$ cat config.mk
export PLATFORM = sky130hd
export DESIGN_NAME = imm_seq
export DESIGN_NICKNAME = d
export VERILOG_FILES = /design/src/rtl/imm_pkg.sv /design/src/rtl/imm_classify.sv /design/src/rtl/imm_operand.sv /design/src/rtl/imm_seq.sv
export SDC_FILE = /design/constraint.sdc
export NUM_CORES = 1
export LEC_CHECK = 0
export BUFFER_PORTS_ARGS = -buffer_cell sky130_fd_sc_hd__buf_2
export CORE_MARGIN = 3
export CORE_UTILIZATION = 55
export CTS_BUF_LIST = sky130_fd_sc_hd__clkbuf_4 sky130_fd_sc_hd__clkbuf_8
export CTS_CLUSTER_DIAMETER = 120
export DETAILED_ROUTE_END_ITERATION = 6
export GPL_ROUTABILITY_DRIVEN = 0
export PLACE_DENSITY = 0.79
export SYNTH_ARGS = -nofsm -noshare
export SYNTH_HDL_FRONTEND = slang
export SYNTH_SLANG_ARGS = --single-unit
export TNS_END_PERCENT = 30
$ cat constraint.sdc
create_clock -name clk -period 3.9 [get_ports clk]
set_input_delay 0 -clock clk [delete_from_list [all_inputs] [get_ports clk]]
set_output_delay 0 -clock clk [all_outputs]
set_load 0.01 [all_outputs]
$ cat src/rtl/imm_pkg.sv
package imm_pkg;

    typedef enum logic [2:0] {
        ST_IDLE,
        ST_FETCH,
        ST_DECODE,
        ST_OPERAND_A,
        ST_OPERAND_B,
        ST_EXEC,
        ST_ALU_WAIT
    } seq_state_t;

    typedef enum logic [2:0] {
        K_BREAK,
        K_JUMP_COND,
        K_JUMP,
        K_CALL,
        K_LIT_BYTE,
        K_LIT_SHORT,
        K_ALU
    } op_kind_t;

endpackage

$ cat src/rtl/imm_classify.sv
module imm_classify
    import imm_pkg::*;
#(
    parameter int BYTE_W   = 8,
    parameter int SEL_BITS = 5
) (
    input  logic [BYTE_W-1:0] opcode,
    output op_kind_t          kind,
    output logic              to_ret
);
    localparam int TOP = BYTE_W - 1;

    logic [2:0] group;
    assign group  = opcode[TOP -: 3];
    assign to_ret = opcode[TOP-1];

    always_comb begin
        if (opcode[SEL_BITS-1:0] != '0) begin
            kind = K_ALU;
        end else begin
            unique case (group)
                3'b000:  kind = K_BREAK;
                3'b001:  kind = K_JUMP_COND;
                3'b010:  kind = K_JUMP;
                3'b011:  kind = K_CALL;
                3'b100,
                3'b110:  kind = K_LIT_BYTE;
                default: kind = K_LIT_SHORT;
            endcase
        end
    end
endmodule

$ cat src/rtl/imm_operand.sv
module imm_operand #(
    parameter int BYTE_W = 8,
    localparam int WORD_W = 2 * BYTE_W
) (
    input  logic              clk,
    input  logic              rst_n,
    input  logic              cap_high,
    input  logic [BYTE_W-1:0] rdata,
    output logic [WORD_W-1:0] word
);
    logic [BYTE_W-1:0] high_q;

    always_ff @(posedge clk or negedge rst_n) begin
        if (!rst_n)        high_q <= '0;
        else if (cap_high) high_q <= rdata;
    end

    assign word = {high_q, rdata};
endmodule

$ cat src/rtl/imm_seq.sv
module imm_seq
    import imm_pkg::*;
#(
    parameter int BYTE_W   = 8,
    parameter int SEL_BITS = 5,
    localparam int AW      = 2 * BYTE_W
) (
    input  logic              clk,
    input  logic              rst_n,
    input  logic              start,
    input  logic [AW-1:0]     start_pc,
    input  logic              stop_flag,
    output logic              mem_rd,
    output logic [AW-1:0]     mem_addr,
    input  logic [BYTE_W-1:0] mem_rdata,
    input  logic [BYTE_W-1:0] wst_top,
    output logic              pop_req,
    output logic              push_valid,
    output logic              push_ret,
    output logic              push_wide,
    output logic [AW-1:0]     push_data,
    output logic              alu_start,
    output logic [BYTE_W-1:0] alu_opcode,
    input  logic              alu_done,
    output logic              busy,
    output logic              done,
    output logic [AW-1:0]     pc
);
    localparam logic [AW-1:0] ONE = AW'(1);
    localparam logic [AW-1:0] TWO = AW'(2);

    seq_state_t state_q, state_d;
    op_kind_t   kind_q, kind_d, kind_now;
    logic       ret_q, ret_d, ret_now;
    logic [AW-1:0] pc_q, pc_d;
    logic [AW-1:0] operand, after_opnd, target;
    logic       refuse;

    imm_classify #(.BYTE_W(BYTE_W), .SEL_BITS(SEL_BITS)) i_classify (
        .opcode (mem_rdata),
        .kind   (kind_now),
        .to_ret (ret_now)
    );

    imm_operand #(.BYTE_W(BYTE_W)) i_operand (
        .clk      (clk),
        .rst_n    (rst_n),
        .cap_high (state_q == ST_OPERAND_B),
        .rdata    (mem_rdata),
        .word     (operand)
    );

    assign refuse     = (start_pc == '0) || stop_flag;
    assign after_opnd = pc_q + TWO;
    assign target     = after_opnd + operand;

    // state register
    always_ff @(posedge clk or negedge rst_n) begin
        if (!rst_n) begin
            state_q <= ST_IDLE;
            kind_q  <= K_BREAK;
            ret_q   <= 1'b0;
            pc_q    <= '0;
        end else begin
            state_q <= state_d;
            kind_q  <= kind_d;
            ret_q   <= ret_d;
            pc_q    <= pc_d;
        end
    end

    // transitions
    always_comb begin
        state_d = state_q;
        kind_d  = kind_q;
        ret_d   = ret_q;
        pc_d    = pc_q;
        unique case (state_q)
            ST_IDLE: begin
                if (start && !refuse) begin
                    state_d = ST_FETCH;
                    pc_d    = start_pc;
                end
            end
            ST_FETCH: begin
                state_d = ST_DECODE;
                pc_d    = pc_q + ONE;
            end
            ST_DECODE: begin
                kind_d = kind_now;
                ret_d  = ret_now;
                unique case (kind_now)
                    K_BREAK: state_d = ST_IDLE;
                    K_ALU:   state_d = ST_ALU_WAIT;
                    K_JUMP_COND: begin
                        if (wst_top == '0) begin
                            state_d = ST_FETCH;
                            pc_d    = after_opnd;
                        end else begin
                            state_d = ST_OPERAND_A;
                        end
                    end
                    default: state_d = ST_OPERAND_A;
                endcase
            end
            ST_OPERAND_A: begin
                state_d = (kind_q == K_LIT_BYTE) ? ST_EXEC : ST_OPERAND_B;
            end
            ST_OPERAND_B: state_d = ST_EXEC;
            ST_EXEC: begin
                state_d = ST_FETCH;
                unique case (kind_q)
                    K_LIT_BYTE:  pc_d = pc_q + ONE;
                    K_LIT_SHORT: pc_d = after_opnd;
                    default:     pc_d = target;
                endcase
            end
            ST_ALU_WAIT: begin
                if (alu_done) state_d = ST_FETCH;
            end
            default: state_d = ST_IDLE;
        endcase
    end

    // outputs
    always_comb begin
        mem_rd     = (state_q == ST_FETCH) || (state_q == ST_OPERAND_A) ||
                     (state_q == ST_OPERAND_B);
        mem_addr   = (state_q == ST_OPERAND_B) ? pc_q + ONE : pc_q;
        pop_req    = (state_q == ST_DECODE) && (kind_now == K_JUMP_COND);
        alu_start  = (state_q == ST_DECODE) && (kind_now == K_ALU);
        alu_opcode = mem_rdata;
        done       = ((state_q == ST_DECODE) && (kind_now == K_BREAK)) ||
                     ((state_q == ST_IDLE) && start && refuse);
        busy       = (state_q != ST_IDLE);
        push_valid = (state_q == ST_EXEC) &&
                     ((kind_q == K_LIT_BYTE) || (kind_q == K_LIT_SHORT) || (kind_q == K_CALL));
        push_ret   = (kind_q == K_CALL) ? 1'b1 : ret_q;
        push_wide  = (kind_q != K_LIT_BYTE);
        unique case (kind_q)
            K_CALL:      push_data = after_opnd;
            K_LIT_SHORT: push_data = operand;
            default:     push_data = {{(AW-BYTE_W){1'b0}}, mem_rdata};
        endcase
    end

    assign pc = pc_q;

    // assertions
    p_refuse_stays_idle_r2: assert property (@(posedge clk) disable iff (!rst_n)
        (state_q == ST_IDLE && start && refuse) |=> (state_q == ST_IDLE));

    p_alu_hold_r3: assert property (@(posedge clk) disable iff (!rst_n)
        (state_q == ST_ALU_WAIT && !alu_done) |=> (state_q == ST_ALU_WAIT && $stable(pc_q)));

    p_break_to_idle_r4: assert property (@(posedge clk) disable iff (!rst_n)
        (busy && done) |=> !busy);

    p_push_no_read_r5: assert property (@(posedge clk) disable iff (!rst_n)
        push_valid |-> !mem_rd);

    p_skip_operand_r8: assert property (@(posedge clk) disable iff (!rst_n)
        (pop_req && wst_top == '0) |=> (state_q == ST_FETCH && pc_q == $past(pc_q) + TWO));

    p_fetch_advance_r11: assert property (@(posedge clk) disable iff (!rst_n)
        (state_q == ST_FETCH) |=> (state_q == ST_DECODE && pc_q == $past(pc_q) + ONE));
endmodule

Word level (Yosys, flattened, before mapping):

Index checks and enable logic that the tools add are counted.

* register bits: 31
* input port bits: 37
* output and inout bits: 64
* word-level logic and storage cells: 70

* add/subtract/negate cells: 3
* equality and inequality tests: 21
* mux-type cells: 16
* reduce and logical (&&, ||, !) cells: 25

Operators with widths (number)
* $mux 16: 4
* $pmux 16 s2: 2
* $pmux 16 s4: 1
* $eq 3x3->1 const B: 8
* $pmux 3 s7: 1
* $add 16x1->16 const B: 1
* $add 16x16->16: 1
* $add 16x2->16 const B: 1
* $logic_not 16->1: 1
* $eq 3x2->1 const B: 5
* $pmux 3 s5: 1
* $eq 3x1->1 const B: 3
* $logic_not 3->1: 3
* $mux 3: 3
* $pmux 3 s3: 1
* $logic_not 8->1: 1
* $logic_and 1x1->1: 7
* $logic_or 1x1->1: 6
* $ne 2x2->1 const B: 3
* $reduce_bool 5->1: 1
* $reduce_and 4->1: 1
* $reduce_bool 4->1: 1
* $ne 3x3->1 const B: 1
* $reduce_bool 3->1: 1
* 6 further kinds: 7

Logic depth before layout (Yosys ltp):

Gate-level depths: netlist (run 1).

* depth after elaboration: 7
* gate-level depth with buffers: 15
* depth with buffers taken out: 13

Cells and area by module:

A second synthesis (run 1) with hierarchy kept.

* cells, all modules: 593
* area, all modules: 4419.2 sq um

By module, submodules not included
* imm_seq: instances 1, cells each 561, area each 3981.3 sq um, sequential area each 575.6 sq um
* imm_operand: instances 1, cells each 25, area each 391.6 sq um, sequential area each 200.2 sq um
* imm_classify: instances 1, cells each 7, area each 46.3 sq um, sequential area each 0.0 sq um

Least setup slack after synthesis (run 1):

No wires, ideal clock.

* kind: reg-to-reg
* start: register pc_q[6] (netlist: pc[6])
* end: register pc_q[15] (netlist: pc[15])
* setup time: 0.134 ns
* arrival time: 2.860 ns
* data required time: 3.766 ns
* setup slack: 0.906 ns
* cell stages (with the launch flop): 14
* buffers on the path: 3
* clock period less this slack: 2.994 ns
* cells stage by stage: dfrtp_1 -> buf_2 -> and4_1 -> buf_2 -> nand3_1 -> or2_2 -> xnor2_1 -> ha_1 -> clkbuf_1 -> nand4_1 -> o311ai_0 -> xnor2_1 -> a21oi_1 -> o22ai_1

* cells in the longest elaborated chain, start to end: 4
* elaborated cells on any way between the ends: 7
* those cells by class: add/sub (3); mux (4)

Ends and longest elaborated chain
* start, declared: line imm_seq.sv:35 `logic [AW-1:0] pc_q, pc_d;`
* start signal, assigned: line imm_seq.sv:68 `pc_q <= pc_d;`
* $add 16x2->16: line imm_seq.sv:54 `assign after_opnd = pc_q + TWO;`
* $add 16x16->16 or $mux 16 (tied branches): line imm_seq.sv:55, imm_seq.sv:96
* $pmux 16 s2 or $mux 16 (tied branches): line imm_seq.sv:112, imm_seq.sv:92
* $pmux 16 s4 (*): line imm_seq.sv:78 `unique case (state_q)`

Every way passes the cells marked *; elsewhere a longest branch is shown, timed or not. The select of a mux whose other input is x is not followed.
A chain may end at the register's enable or synchronous reset.

Worst setup path after layout (run 1):

* start: register pc_q[4] (netlist: pc[4])
* end: register pc_q[14] (netlist: pc[14])

The elaborated chain is that of the path after synthesis.

==> results.toml, run 1 <==
[route]
avgRoutedWirePerCell_um = 19.9
drt_first_pass_iters = 6
drc_errors = 0
via_per_inst = 6.58
vias = 4727
routed_wirelength_mm = 14.3
drt_iter0_markers = 619
ant_nets = 0

[run_status]
status = "finished clean"

[clocking]
clockBufferDepth = 2
cts_buffers = 5
h-tree-depth = 2
postCtsSetupRepairBufs = 0
worstSkewPairLatency_ps = 300
cts.sinks = 31
cts_root_buf = "clkbuf_8"
clkTransAtPathRegs_ps = 80
cts_tree = "built"

[placement]
dpl_cell_area_mm2 = 0.00441
dp.cells = 709
hpwl_mm = 10.5
io_buffers = 100

[logic_synthesis]
synthCells = 549
synth_top_area_share_pct = 19.7
yosysTopAreaCell = "dfrtp_1"
async_reset_ff_share_pct = 100
ys_warn_count = 0
ys_seq_area_share_pct = 19.7
synth-seq-cells = 31
synth_cell_types = 58
synth-edff-count = 0
synthFlopType = "dfrtp_1"
syn_area_mm2 = 0.00394
synth_commonest_cells = "68 x nand2_1, 54 x o21ai_0, 44 x nor2_1"
synth.area.top_cells = "dfrtp_1 20%, xnor2_1 8.2%, o21ai_0 6.9%"
synth.most_common_cell = "nand2_1"
syn_avg_cell_area_um2 = 7.17
synth_fp_nets = 605

[sta]
report.final.slew_viol_count = 0
setup_tns_ps = 0
hold_violations = 0
final.period_utilization_pct = 91.2
rsz0062_at_grt = "no"
finalSetupViolations = 0
worst_pin_slew_ps = 833
clock.fmax_ghz = 0.281
period_needed_ps = 3560
relSlewSlack_pct = 44.4
finClkSkew_ps = 7.84

[hold_path]
hold_start = "alu_done"
min_to = "state_q[2]$_DFFE_PN0P_"
hold_depth = 4
hp-class = "primary input to flop"

[floorplanning]
die_area_mm2 = 0.00821
die_y_um = 90.6
core_mm2 = 0.00687
fp-row-count = 30
die-width_um = 90.6
start_util_pct = 57.3
ios = 101

[worst_setup_path]
ff2ff_setup_slack_ps = 340
r2r_cells = 12
r2r-start = "pc[4]$_DFFE_PN0P_"
worst-endpoint-arrival_ps = 3740
worst_ep_required_time_ps = 4080
path_class = "flop to flop"
path_max_fanout = 14
endpoint_kind = "flop"
cp-start-kind = "flop"
r2r-end = "pc[14]$_DFFE_PN0P_"

[global_route]
grt_pass1_vias = 4172
antenna_found_initial = 0
grt_pass1_wl_mm = 22.5
grt_overflow = 0
grt_max_degree = 32
grtUsageTotal_pct = 33.9

[pwr]
pwr-share-clk_pct = 8.4
seq_power_share_pct = 19.2
p_switching_mw = 2.30
combinationalPowerShare_pct = 72.4
p_int_mw = 1.89
switching_share_pct = 54.8
ir_worst_vdd_uv = 456
p_leak_nw = 1.94
p_per_area_mw_per_mm2 = 922

[run]
cap_viol_max_count = 0

[layout]
diodes = 0
instances_no_fill = 718
area_growth_pct = 15.4
seqCellArea_um2 = 776
drive_gt1_share_pct = 22.2
stdcell_area_mm2 = 0.00454
multi_input_area_mm2 = 0.00286
fin_nets = 677
nFillCells = 625
## worst max-delay path by stage
stage | start | to | slack [ps]
2_1_floorplan | pc[6]$_DFFE_PN0P_ | pc[15]$_DFFE_PN0P_ | 910
3_3_place_gp | pc[4]$_DFFE_PN0P_ | pc[14]$_DFFE_PN0P_ | 630
6_report | pc[4]$_DFFE_PN0P_ | pc[14]$_DFFE_PN0P_ | 340
3_5_place_dp | pc[4]$_DFFE_PN0P_ | pc[14]$_DFFE_PN0P_ | 530
5_1_grt | pc[4]$_DFFE_PN0P_ | pc[13]$_DFFE_PN0P_ | 140
4_1_cts | pc[4]$_DFFE_PN0P_ | pc[14]$_DFFE_PN0P_ | 480
## registers in the layout, summed over array words and instances (netlist names)
| register | cells |
|---|---|
| pc | 16 |
| i_operand.high_q | 8 |
| kind_q | 3 |
| state_q | 3 |
| ret_q | 1 |
## placed cells by master (no fill, tap or decap), types with 3 or more instances in the layout
master / instances
buf_2: 100
nand2_1: 68
o21ai_0: 54
nor2_1: 44
a21oi_1: 41
xnor2_1: 37
dfrtp_1: 31
xor2_1: 23
nand3_1: 22
inv_1: 19
ha_1: 18
nor3_1: 15
nand4_1: 11
buf_4: 11
mux2_2: 10
nand2b_1: 9
o22ai_1: 9
a31oi_1: 7
nor2b_1: 6
o31ai_1: 6
clkbuf_8: 6
a22o_1: 5
nor4_1: 5
a211oi_1: 5
nand3b_1: 4
or3_1: 4
a21o_1: 4
a221oi_1: 4
and3_1: 3
o211ai_1: 3
o221ai_1: 3
o311ai_0: 3
## kinds of logic after synthesis
kind of cell,count (synthesis),synth area share (%)
xor+xnor,60,13.4
compound gates,163,25.9
mux,11,3.12
fa+ha+maj,19,6.23
simple gates,199,24.1
flops,31,19.7
buf+inv,66,7.54
## what timing repair did
| action | 4_1_cts | 5_1_grt |
|---|---|---|
| endpoints found under the hold margin | 31 | 0 |
| setup endpoints to repair | 0 | 0 |
| resized for setup | 0 | 0 |
| hold buffers | 1 | 0 |
## routing by layer
metal	vias to the layer above	global-route usage [%]	routed length, µm
li1	2101	-	-
met1	2104	48.1	5570
met2	434	51.0	5910
met3	88	6.00	2070
met4	0	13.0	714
met5	-	0	0
## worst max-delay path, cell delays in order (launching register included)
cell and delay (ps):
dfrtp_1 640, and4_1 450, nand2_1 190, nor2_1 160, xor2_1 310, ha_1 390, a21oi_1 320, nand2_1 90
a21oi_1 180, nor2b_1 70, o22ai_1 180, xnor2_1 130, a211o_1 310
## power groups by stage
stage / Combinational [mW] / Clock (mW) / Sequential, mW
2_1_floorplan: 2.22 / 0 / 0.626
3_3_place_gp: 2.83 / 0 / 0.773
3_5_place_dp: 2.89 / 0 / 0.789
4_1_cts: 2.92 / 0.353 / 0.783
5_1_grt: 3.25 / 0.366 / 0.826
6_report: 3.03 / 0.351 / 0.804
## cell type report
cell class,count,area share (%)
multi-input combinational,452,63.0
timing repair buffer,112,13.1
clock buffer,6,1.82
tap,96,2.65
sequential,31,17.1
clock inverter,2,0.772
inverter,19,1.57
## per-stage QoR
stage | utilization (%) | worst slack, ps | hold WS, ps | power (mW)
after global routing | 66.1 | 142 | 28.5 | 4.44
after floorplan | - | 906 | -296 | 2.85
after detailed placement | 64.2 | 533 | 114 | 3.68
after CTS | 66.1 | 484 | 11.8 | 4.06
after global placement | 64.2 | 634 | 108 | 3.60
final | 66.1 | 343 | 15.2 | 4.19
Note: power is estimated with default switching activity, not from simulation.
==> run 2: changes to the inputs <==
--- a/config.mk
+++ b/config.mk
@@ -5,14 +5,15 @@
 export SDC_FILE = /design/constraint.sdc
 export NUM_CORES = 1
 export LEC_CHECK = 0
-export BUFFER_PORTS_ARGS = -buffer_cell sky130_fd_sc_hd__buf_2
 export CORE_MARGIN = 3
 export CORE_UTILIZATION = 55
 export CTS_BUF_LIST = sky130_fd_sc_hd__clkbuf_4 sky130_fd_sc_hd__clkbuf_8
 export CTS_CLUSTER_DIAMETER = 120
 export DETAILED_ROUTE_END_ITERATION = 6
+export DONT_BUFFER_PORTS = 1
 export GPL_ROUTABILITY_DRIVEN = 0
-export PLACE_DENSITY = 0.79
+export PLACE_DENSITY = 0.67
+export SLEW_MARGIN = 20
 export SYNTH_ARGS = -nofsm -noshare
 export SYNTH_HDL_FRONTEND = slang
 export SYNTH_SLANG_ARGS = --single-unit
==> constraint.sdc (replaced) <==
create_clock -name clk -period 3.7 [get_ports clk]
set_input_delay 0 -clock clk [delete_from_list [all_inputs] [get_ports clk]]
set_output_delay 0 -clock clk [all_outputs]
set_load 0.01 [all_outputs]
==> run 2 against run 1 <==
Against the previous run:
- utilization shrank 4.4 points
- sequential power shrank 9.3%
- clock-buffer cell count grew 2
- wire length grew 1.3%
- cell count shrank 11%
- flip-flop and latch count is the same
- setup slack lost 74 ps
- global-route usage grew 0.43 points
- worst hold slack lost 15 ps
- fmax grew 3.7%
- critical path depth is the same
- first-iteration DRC count grew 9.5%
==> results.toml, run 2 (synthesized netlist as in run 1, its figures left out) <==
[clocking]
cts_buffers = 5
cts_root_buf = "clkbuf_8"
cts.sinks = 31
h-tree-depth = 2
worstSkewPairLatency_ps = 300
clockBufferDepth = 2
postCtsSetupRepairBufs = 0
cts_tree = "built"
clkTransAtPathRegs_ps = 70

[worst_setup_path]
setup.worst_path.end = "pc[14]$_DFFE_PN0P_"
r2r_cells = 12
path_max_fanout = 12
worst_ep_required_time_ps = 3880
r2r-end = "pc[14]$_DFFE_PN0P_"
ff2ff_setup_slack_ps = 270
path_class = "flop to flop"
endpoint_kind = "flop"
r2r-start = "pc[1]$_DFFE_PN0P_"
cp-start-kind = "flop"
startpoint = "pc[1]$_DFFE_PN0P_"
worst-endpoint-arrival_ps = 3610

[global_route]
grt_pass1_wl_mm = 22.2
grt_busiest_layer = "met2"
grt_overflow = 0
met1_usage_pct = 48.7
grt_pass1_vias = 3891
grtUsageMet2_pct = 50.5
antenna_found_initial = 0
grt_max_degree = 32
grtUsageMet3_pct = 7.42
grtUsageTotal_pct = 34.3

[floorplanning]
fp-row-count = 30
die-width_um = 90.6
die_y_um = 90.6
start_util_pct = 57.3
die_area_mm2 = 0.00821
ios = 101
core_mm2 = 0.00687

[route]
drc_errors = 0
via_per_inst = 6.85
avgRoutedWirePerCell_um = 22.6
drt_first_pass_iters = 7
routed_wirelength_mm = 14.4
drt_iter0_markers = 678
vias = 4386
ant_nets = 0

[placement]
hpwl_mm = 10.6
io_buffers = 0
dp.cells = 617
pre_cts_slack_ps = 366

[run]
cap_viol_max_count = 0

[sta]
setup_tns_ps = 0
rsz0062_at_grt = "no"
timing.hold.ws_ps = 0.0406
clock.fmax_ghz = 0.292
hold_violations = 0
finalWorstSetupSlack_ps = 270
worst_pin_slew_ps = 797
finClkSkew_ps = 8.57
final.period_utilization_pct = 92.7
period_needed_ps = 3430
finalSetupViolations = 0
relSlewSlack_pct = 46.7
report.final.slew_viol_count = 0

[layout]
final_cell_mix = "68 x nand2_1, 54 x o21ai_0, 44 x nor2_1, 41 x a21oi_1, 37 x xnor2_1"
diodes = 0
area_growth_pct = 7.79
layout_commonest_cell = "nand2_1"
instances_no_fill = 640
drive_gt1_share_pct = 8.82
largest_reg_flops = 16
nFillCells = 660
fin_nets = 599

[pwr]
p_leak_nw = 1.62
p_int_mw = 1.86
switching_share_pct = 55.9
p_switching_mw = 2.35
pwr-share-clk_pct = 7.6
combinationalPowerShare_pct = 75.1
ir_worst_vdd_uv = 508
seq_power_share_pct = 17.3
p_per_area_mw_per_mm2 = 994

[run_status]
status = "finished clean"

[hold_path]
hp-class = "primary input to output port"
run 2: stage by stage:
stage / utilization [%] / instance area, µm² / total power [mW]
floorplan: - / 3940 / 3.00
global placement: 57.8 / 3970 / 3.70
detailed placement: 57.8 / 3970 / 3.75
CTS: 61.7 / 4240 / 4.11
global route: 61.7 / 4240 / 4.50
finish: 61.7 / 4240 / 4.21
run 2: timing repair:
action                    4_1_cts  5_1_grt
hold endpoints to repair       49        0
resized for setup               0        0
hold buffers                   15        0
run 2: area by class of cell:
class	instances	area (µm²)	area share (%)
Clock buffer	8	104	2.45
Inverter	19	71.3	1.68
Multi-Input combinational cell	452	2870	67.6
Sequential cell	31	776	18.3
Tap cell	96	120	2.83
Timing Repair Buffer	34	303	7.14
run 2: critical path, stage by stage (launching register included):
cell,delay (ps)
dfrtp_1,640
ha_1,390
nand2_1,150
nor2_1,160
xor2_1,300
ha_1,380
a21oi_1,360
nand2_1,90
a21oi_1,160
nor2b_1,60
o22ai_1,170
xnor2_1,140
a211o_1,330
run 2: power groups by stage:
| stage | Clock, mW | Combinational [mW] | Sequential [mW] |
|---|---|---|---|
| after floorplan | 0 | 2.34 | 0.660 |
| after global placement | 0 | 2.98 | 0.721 |
| after detailed placement | 0 | 3.03 | 0.726 |
| after CTS | 0.323 | 3.07 | 0.720 |
| after global routing | 0.334 | 3.41 | 0.758 |
| final | 0.322 | 3.16 | 0.729 |
run 2: metal layers:
| metal | part of all wire, % | routed length, µm |
|---|---|---|
| met1 | 40 | 5730 |
| met2 | 43 | 6180 |
| met3 | 13 | 1930 |
| met4 | 4.2 | 604 |
| met5 | 0 | 0 |
run 2: worst min-delay path by stage:
stage                 start                               to  slack [ps]  cells after the start
2_1_floorplan         rst_n  i_operand.high_q[0]$_DFFE_PN0P_        -300                      0
3_3_place_gp          rst_n                pc[4]$_DFFE_PN0P_        -290                      0
3_5_place_dp          rst_n                pc[3]$_DFFE_PN0P_        -290                      0
4_1_cts        mem_rdata[1]                    alu_opcode[1]         0.1                      0
5_1_grt        mem_rdata[7]                    alu_opcode[7]         0.2                      0
6_report       mem_rdata[7]                    alu_opcode[7]        0.04                      0
==> run 3: changes to the inputs <==
--- a/config.mk
+++ b/config.mk
@@ -12,7 +12,7 @@
 export DETAILED_ROUTE_END_ITERATION = 6
 export DONT_BUFFER_PORTS = 1
 export GPL_ROUTABILITY_DRIVEN = 0
-export PLACE_DENSITY = 0.67
+export PLACE_DENSITY_LB_ADDON = 0.08
 export SLEW_MARGIN = 20
 export SYNTH_ARGS = -nofsm -noshare
 export SYNTH_HDL_FRONTEND = slang
==> run 3 against run 2 <==
Against the previous run:
- register-to-register slack better by 40 ps
- die area unchanged
- utilization up 0.42 points
- wire length up 1.3%
- global-route usage up 1.1 points
- highest routed layer unchanged
==> results.toml, run 3 (synthesized netlist as in run 1, its figures left out) <==
[layout]
stdcell_area_mm2 = 0.00427
final_cell_mix = "68 x nand2_1, 54 x o21ai_0, 44 x nor2_1, 41 x a21oi_1, 37 x xnor2_1"
fin_nets = 605
area_growth_pct = 8.52
drive_gt1_share_pct = 9.11
diodes = 0
nFillCells = 684
layout_commonest_cell = "nand2_1"
largest_reg_flops = 16

[clocking]
cts_root_buf = "clkbuf_8"
clockBufferDepth = 2
postCtsSetupRepairBufs = 0
clkTransAtPathRegs_ps = 90
cts_tree = "built"
worstSkewPairLatency_ps = 300
h-tree-depth = 2
cts.sinks = 31
cts_buffers = 5

[worst_setup_path]
r2r-end = "pc[13]$_DFFE_PN0P_"
crit_top_cell = "a21oi_1"
path_delay_family = "compound AO/OA/AOI/OAI gates"
r2r-start = "pc[3]$_DFFE_PN0P_"
ff2ff_setup_slack_ps = 310
path_buf_inv = 2
path_class = "flop to flop"
critPathMaxStageDelay_ps = 510
cpMaxStageDelayCell = "dfrtp_1"
worst_ep_required_time_ps = 3880
path_max_fanout = 9
path_cells = "and4_1, buf_4, nand3_1, nor2_1, xnor2_1, inv_1, ha_1, a21oi_1, a21oi_1, a211oi_1, a21oi_1, xor2_1, o21ai_0, o21ai_0"
endpoint_kind = "flop"
cp-start-kind = "flop"
r2r_cells = 14
worst-endpoint-arrival_ps = 3560

[global_route]
grt_pass1_wl_mm = 23.0
grtUsageMet3_pct = 9.42
met1_usage_pct = 48.5
grtUsageMet2_pct = 53.9
grt_overflow = 0
grt_busiest_layer = "met2"
grt_max_degree = 32
grtUsageTotal_pct = 35.4
grt_pass1_vias = 4110
antenna_found_initial = 0

[route]
drt_first_pass_iters = 5
avgRoutedWirePerCell_um = 22.7
routed_wirelength_mm = 14.6
via_per_inst = 6.78
vias = 4374
drc_errors = 0
drt_iter0_markers = 589
ant_nets = 0

[pwr]
p_int_mw = 1.86
p_per_area_mw_per_mm2 = 995
switching_share_pct = 56.3
pwr-share-clk_pct = 6.9
seq_power_share_pct = 19.3
power_mw = 4.25
ir_worst_vdd_uv = 471
p_switching_mw = 2.39
p_leak_nw = 1.64
combinationalPowerShare_pct = 73.8

[sta]
clock.fmax_ghz = 0.295
period_needed_ps = 3390
rsz0062_at_grt = "no"
finClkSkew_ps = 18.6
worst_pin_slew_ps = 760
final.period_utilization_pct = 91.5
finalSetupViolations = 0
relSlewSlack_pct = 49.2
setup_tns_ps = 0
hold_violations = 0
report.final.slew_viol_count = 0

[floorplanning]
die-width_um = 90.6
core_mm2 = 0.00687
fp-row-count = 30
die_y_um = 90.6
ios = 101
start_util_pct = 57.3
die_area_mm2 = 0.00821

[placement]
io_buffers = 0
hpwl_mm = 10.8
dpl_cell_area_mm2 = 0.00400

[run_status]
status = "finished clean"

[hold_path]
min_to = "alu_opcode[3]"
hp-class = "primary input to output port"
hold_start = "mem_rdata[3]"
hold_depth = 0

[run]
cap_viol_max_count = 0
## run 3: worst max path at each step
stage                       from            endpoint  cells after the start  slack [ps]
2_1_floorplan  pc[6]$_DFFE_PN0P_  pc[15]$_DFFE_PN0P_                     13         710
3_3_place_gp   pc[3]$_DFFE_PN0P_  pc[13]$_DFFE_PN0P_                     14         440
3_5_place_dp   pc[3]$_DFFE_PN0P_  pc[13]$_DFFE_PN0P_                     14         420
4_1_cts        pc[3]$_DFFE_PN0P_  pc[13]$_DFFE_PN0P_                     14         410
5_1_grt        pc[3]$_DFFE_PN0P_  pc[13]$_DFFE_PN0P_                     14         100
6_report       pc[3]$_DFFE_PN0P_  pc[13]$_DFFE_PN0P_                     14         310
## run 3: power by group through the flow
stage / logic, mW / registers, mW / clock network [mW]
2_1_floorplan: 2.34 / 0.660 / 0
3_3_place_gp: 2.95 / 0.806 / 0
3_5_place_dp: 2.99 / 0.816 / 0
4_1_cts: 3.03 / 0.809 / 0.292
5_1_grt: 3.39 / 0.841 / 0.305
6_report: 3.14 / 0.818 / 0.294
## run 3: worst register-to-register path, stage by stage, from the launching register on
cell	delay, ps
dfrtp_1	510
and4_1	260
buf_4	160
nand3_1	260
nor2_1	210
xnor2_1	240
inv_1	90
ha_1	370
a21oi_1	280
a21oi_1	100
a211oi_1	210
a21oi_1	90
xor2_1	190
o21ai_0	200
o21ai_0	120
## run 3: per-stage QoR
stage | utilization (%) | setup WS (ps) | instances | hold WS [ps]
after floorplan | - | 706 | 549 | -296
after global routing | 62.2 | 99.3 | 645 | 0.179
after CTS | 62.2 | 413 | 645 | 0.230
after global placement | 58.3 | 441 | 621 | -295
final | 62.2 | 313 | 645 | 0.135
after detailed placement | 58.3 | 417 | 621 | -295
## run 3: layout make-up
| class | instances | area [µm²] | area share, % |
|---|---|---|---|
| clock buffers | 6 | 82.6 | 1.93 |
| clock inverters | 1 | 5.00 | 0.117 |
| inverters | 19 | 71.3 | 1.67 |
| multi-input cells | 452 | 2860 | 67.0 |
| flip-flops and latches | 31 | 776 | 18.2 |
| well taps | 96 | 120 | 2.81 |
| repair buffers | 40 | 353 | 8.26 |
## run 3: what timing repair did
action                                 in CTS  in global routing
resized for setup                           0                  0
endpoints found under the hold margin      51                  0
hold buffers                               17                  0
## run 3: routing by layer
layer / vias up / share of wire (%)
met3: 35 / 14
li1: 1969 / -
met5: - / 0
met2: 369 / 44
met4: 0 / 2.6
met1: 2001 / 39
